==> config.mk <==
export PLATFORM = sky130hd
export DESIGN_NAME = seg_pipe_counter
export DESIGN_NICKNAME = d
export VERILOG_FILES = /design/src/rtl/seg_cnt_pkg.sv /design/src/rtl/seg_cnt_dp.sv /design/src/rtl/seg_cnt_ctrl.sv /design/src/rtl/seg_pipe_counter.sv
export SDC_FILE = /design/constraint.sdc
export NUM_CORES = 1
export LEC_CHECK = 0
export BUFFER_PORTS_ARGS = -buffer_cell sky130_fd_sc_hd__buf_2
export CORE_ASPECT_RATIO = 2
export CORE_MARGIN = 5
export CORE_UTILIZATION = 48
export CTS_CLUSTER_SIZE = 25
export DETAILED_ROUTE_END_ITERATION = 10
export PLACE_DENSITY = 0.82
export SKIP_LAST_GASP = 1
export SYNTH_ARGS = -nofsm -noshare
export SYNTH_HDL_FRONTEND = slang
export SYNTH_SLANG_ARGS = --single-unit
==> constraint.sdc <==
create_clock -name clk -period 1.4 [get_ports clk]
set_input_delay 0 -clock clk [delete_from_list [all_inputs] [get_ports clk]]
set_output_delay 0 -clock clk [all_outputs]
set_load 0.05 [all_outputs]
==> src/rtl/seg_cnt_pkg.sv <==
package seg_cnt_pkg;

  // Strobes from control to datapath
  typedef struct packed {
    logic clr;   // synchronous clear of every segment
    logic adv;   // low segment advances this edge
  } segStrobe_t;

  // Number of upper segments; the last one takes the remainder
  function automatic int upperCount(input int totalW, input int lowW, input int segW);
    return (totalW - lowW + segW - 1) / segW;
  endfunction

endpackage

==> src/rtl/seg_cnt_dp.sv <==
module seg_cnt_dp
  import seg_cnt_pkg::*;
#(
  parameter int TOTAL_W = 32,
  parameter int LOW_W   = 4,
  parameter int SEG_W   = 8,
  parameter int NUM_UP  = 4
) (
  input  logic               clk,
  input  segStrobe_t         strobe,
  input  logic [NUM_UP-1:0]  upInc,
  output logic [TOTAL_W-1:0] countVal,
  output logic               lowPreMax,
  output logic [NUM_UP-1:0]  upMax
);

  localparam logic [LOW_W-1:0] LOW_PRE = {{(LOW_W-1){1'b1}}, 1'b0};

  logic [LOW_W-1:0] lowQ;

  always_ff @(posedge clk) begin
    if (strobe.clr)      lowQ <= '0;
    else if (strobe.adv) lowQ <= lowQ + 1'b1;
  end

  assign lowPreMax            = (lowQ == LOW_PRE);
  assign countVal[LOW_W-1:0]  = lowQ;

  for (genvar k = 0; k < NUM_UP; k++) begin : g_up
    localparam int BASE = LOW_W + k * SEG_W;
    localparam int W    = (k == NUM_UP - 1) ? (TOTAL_W - BASE) : SEG_W;

    logic [W-1:0] segQ;

    always_ff @(posedge clk) begin
      if (strobe.clr)    segQ <= '0;
      else if (upInc[k]) segQ <= segQ + 1'b1;
    end

    assign countVal[BASE +: W] = segQ;
    assign upMax[k]            = &segQ;
  end

endmodule

==> src/rtl/seg_cnt_ctrl.sv <==
module seg_cnt_ctrl
  import seg_cnt_pkg::*;
#(
  parameter int NUM_UP = 4
) (
  input  logic              clk,
  input  logic              rst,
  input  logic              countEn,
  input  logic              lowPreMax,
  input  logic [NUM_UP-1:0] upMax,
  output segStrobe_t        strobe,
  output logic [NUM_UP-1:0] upInc,
  output logic              termCnt
);

  // lowerFull[k]: after this enabled edge, every segment below upper k is all ones
  logic [NUM_UP-1:0] lowerFull;
  logic [NUM_UP-1:0] carryQ;

  assign lowerFull[0] = lowPreMax;
  for (genvar k = 1; k < NUM_UP; k++) begin : g_full
    assign lowerFull[k] = lowerFull[k-1] & upMax[k-1];
  end

  always_ff @(posedge clk) begin
    if (rst)          carryQ <= '0;
    else if (countEn) carryQ <= lowerFull;
  end

  assign strobe.clr = rst;
  assign strobe.adv = countEn & ~rst;
  assign upInc      = {NUM_UP{strobe.adv}} & carryQ;
  assign termCnt    = carryQ[NUM_UP-1] & upMax[NUM_UP-1];

endmodule

==> src/rtl/seg_pipe_counter.sv <==
module seg_pipe_counter
  import seg_cnt_pkg::*;
#(
  parameter int TOTAL_W = 32,
  parameter int LOW_W   = 4,
  parameter int SEG_W   = 8
) (
  input  logic               clk,
  input  logic               rst,
  input  logic               countEn,
  output logic [TOTAL_W-1:0] countVal,
  output logic               termCnt
);

  localparam int NUM_UP = upperCount(TOTAL_W, LOW_W, SEG_W);

  segStrobe_t        strobe;
  logic [NUM_UP-1:0] upInc;
  logic [NUM_UP-1:0] upMax;
  logic              lowPreMax;

  seg_cnt_ctrl #(.NUM_UP(NUM_UP)) u_ctrl (
    .clk       (clk),
    .rst       (rst),
    .countEn   (countEn),
    .lowPreMax (lowPreMax),
    .upMax     (upMax),
    .strobe    (strobe),
    .upInc     (upInc),
    .termCnt   (termCnt)
  );

  seg_cnt_dp #(
    .TOTAL_W (TOTAL_W),
    .LOW_W   (LOW_W),
    .SEG_W   (SEG_W),
    .NUM_UP  (NUM_UP)
  ) u_dp (
    .clk       (clk),
    .strobe    (strobe),
    .upInc     (upInc),
    .countVal  (countVal),
    .lowPreMax (lowPreMax),
    .upMax     (upMax)
  );

endmodule

==> impl_metrics.json <==
{
  "status": "complete, no violations",
  "numCtsBuffers": 5,
  "synth_edf_count": 0,
  "finalHoldViolations": 0,
  "start_util_pct": 48.6,
  "dieArea_um2": 4710,
  "drt-initial-drc-count": 13,
  "slew_headroom_pct": 78.3,
  "via_per_inst": 5.64,
  "syn_area_um2": 1620,
  "hp-start": "rst",
  "grt.overflow.total": 0,
  "cts_tree": "built",
  "timing.rr.end": "u_ctrl.carryQ[3]",
  "highest_layer": "met4",
  "syn_nets": 190,
  "dr_wl_met2_um": 2060,
  "hp-class": "input port to flip-flop",
  "die_h_um": 92.2,
  "grt_pass1_vias": 1432,
  "fmax_ghz": 0.745,
  "dp_hpwl_um": 2710,
  "track_usage_pct": 16.8,
  "slew_viol_final": 0,
  "netlist_instances": 181,
  "r2r_start": "u_dp.g_up[2].segQ[0]",
  "synth-warning-count": 0,
  "syn2layout_area_growth_pct": 30.1,
  "fin_crit_sh_pct": 95.9,
  "synth_flop_cell": "dfxtp_1",
  "finalWirelength_um": 3650,
  "clkTransAtPathRegs_ns": 0.07,
  "tightest_slew_ns": 0.321,
  "num_io_pins": 36,
  "grt_max_degree": 13,
  "ant_nets": 0,
  "leakagePower_uw": 0.000853,
  "powerDensity_nw_per_um2": 887,
  "startpoint_type": "flip-flop",
  "cts_hold_buffers": 0,
  "ys_seq_area_share_pct": 44.4,
  "rrSetupSlack_ns": 0.06,
  "vias": 1495,
  "clock_path_buffers": 2,
  "h-tree-depth": 2,
  "cts-root-buf": "clkbuf_8",
  "fin_worst_skew_ns": 0.00435,
  "setup_violations": 0,
  "dr.pass1.iters": 4,
  "core_um2": 3340,
  "cp-end-kind": "flip-flop",
  "critPathKind": "flip-flop to flip-flop",
  "arrival_ns": 1.56,
  "dieWidth_um": 51.1,
  "async_reset_ff_share_pct": 0,
  "final_util_pct": 63.2,
  "cts.sinks": 36,
  "whs_path_depth": 2,
  "reg2regPathDepth": 4,
  "path_max_fanout": 4,
  "ys_types": 32,
  "antenna_found_initial": 0,
  "avgSynthCellArea_um2": 8.97,
  "nFillCells": 290,
  "wl_per_cell_um": 13.8,
  "irDropWorstVdd_mv": 0.745,
  "synth-seq-cells": 36,
  "drive_gt1_share_pct": 40.8,
  "rows": 30,
  "clock_latency_ns": 0.28,
  "rsz0062_at_grt": "no",
  "nets": 241,
  "min_to": "u_dp.g_up[1].segQ[4]",
  "drc": 0,
  "required_ns": 1.62,
  "fin_crit_ns": 1.34,
  "cap_violations": 0,
  "grt_pass1_wl_um": 6150,
  "tns_ns": 0,
  "wl_met3_um": 102,
  "port_buffers": 35,
  "gp_congestion": 0.787,
  "met1_length_um": 1430,
  "n_antenna_cell": 0
}
## how the worst max path moves through the flow
stage               depth (start not counted)  slack [ns]            startpoint          endpoint
CTS                                         5       0.003          u_dp.lowQ[0]  u_ctrl.carryQ[2]
finish                                      4        0.06  u_dp.g_up[2].segQ[0]  u_ctrl.carryQ[3]
global placement                            4        0.04  u_dp.g_up[2].segQ[0]  u_ctrl.carryQ[3]
floorplan                                   4       -0.17          u_dp.lowQ[1]  u_ctrl.carryQ[2]
global route                                4       0.002  u_dp.g_up[2].segQ[0]  u_ctrl.carryQ[3]
detailed placement                          4        0.04  u_dp.g_up[2].segQ[0]  u_ctrl.carryQ[3]
## critical path, stage by stage, from the launching register on
cell,delay (ns)
dfxtp_4,0.38
ha_4,0.15
nand4b_1,0.08
or4_1,0.52
o21ai_1,0.14
## power by group
part	switching, uW	leakage [uW]	internal [uW]
logic	74.6	0.000501	39.2
clock network	340	0.0000455	401
registers	2.98	0.000306	1020
## cells in the final DEF (no fill, tap or decap), types with 2 or more instances in the layout
master and n:
xor2_1 10, o311ai_0 2, nand2_1 14, nand3_1 14, dfxtp_2 19, a21oi_2 2, ha_4 2, nand4b_1 3
buf_2 35, clkbuf_8 6, a21oi_1 17, or3_4 2, o31ai_1 6, or3_1 7, or4_1 7, ha_1 3
inv_1 6, o21ai_0 8, nand4_1 7, clkbuf_1 2, dfxtp_1 9, nor2_1 13, dfxtp_4 8, nand2b_1 2
buf_4 16, o41ai_1 2
## sequential cells by signal, summed over array words and instances, names as in the netlist
register	cells
u_dp.g_up.segQ	28
u_ctrl.carryQ	4
u_dp.lowQ	4
## metal layers
| metal | track usage, % | up-vias |
|---|---|---|
| li1 | - | 763 |
| met1 | 16.9 | 707 |
| met2 | 31.0 | 19 |
| met3 | 4.39 | 6 |
| met4 | 6.74 | 0 |
| met5 | 0 | - |
## cells by family (layout without fill, tap and decap cells)
family | Yosys count | count (layout) | share of synthesized area, %
compound gates | 41 | 41 | 15.4
xor+xnor | 11 | 11 | 5.94
fa+ha+maj | 6 | 6 | 4.63
buf+inv | 13 | 65 | 3.32
flops | 36 | 36 | 44.4
simple gates | 74 | 74 | 26.3
## synth_stat cells, types with 3 or more instances
| library cell | count | area share [%] |
|---|---|---|
| nand4b_1 | 3 | 1.6 |
| clkbuf_1 | 3 | 0.69 |
| nand4_1 | 7 | 2.7 |
| o31ai_1 | 6 | 2.8 |
| nand2_1 | 14 | 3.2 |
| dfxtp_1 | 36 | 44 |
| nand3_1 | 14 | 4.3 |
| a21oi_1 | 19 | 5.9 |
| ha_1 | 6 | 4.6 |
| nor2_1 | 13 | 3.0 |
| or4_1 | 7 | 3.2 |
| xor2_1 | 10 | 5.4 |
| inv_1 | 6 | 1.4 |
| or3_1 | 8 | 3.1 |
| o21ai_0 | 8 | 2.5 |
## metrics by stage
step                      cell area [um^2]  power [uW]  hold WS, ns  instances  setup slack [ns]
after CTS                             2070        1900       0.0138        264           0.00322
after detailed placement              1980        1160        0.309        256            0.0378
final                                 2110        1870       0.0128        265            0.0574
after floorplan                       1690        1120        0.258        181            -0.168
after global routing                  2110        1950       0.0278        265           0.00240
after global placement                1980        1160        0.316        256            0.0353
## layout make-up
| type | instances | area [um^2] | share of cell area [%] |
|---|---|---|---|
| repair buffers | 51 | 295 | 14.0 |
| flip-flops and latches | 36 | 774 | 36.7 |
| well taps | 32 | 40.0 | 1.90 |
| multi-input cells | 132 | 888 | 42.1 |
| clock buffers | 8 | 90.1 | 4.27 |
| inverters | 6 | 22.5 | 1.07 |
## what timing repair did
action / in CTS / in global routing
buffers inserted: 0 / 1
endpoints found under the setup margin: 0 / 7
gates resized for setup: 0 / 8
Power figures use the tool's default switching activity.
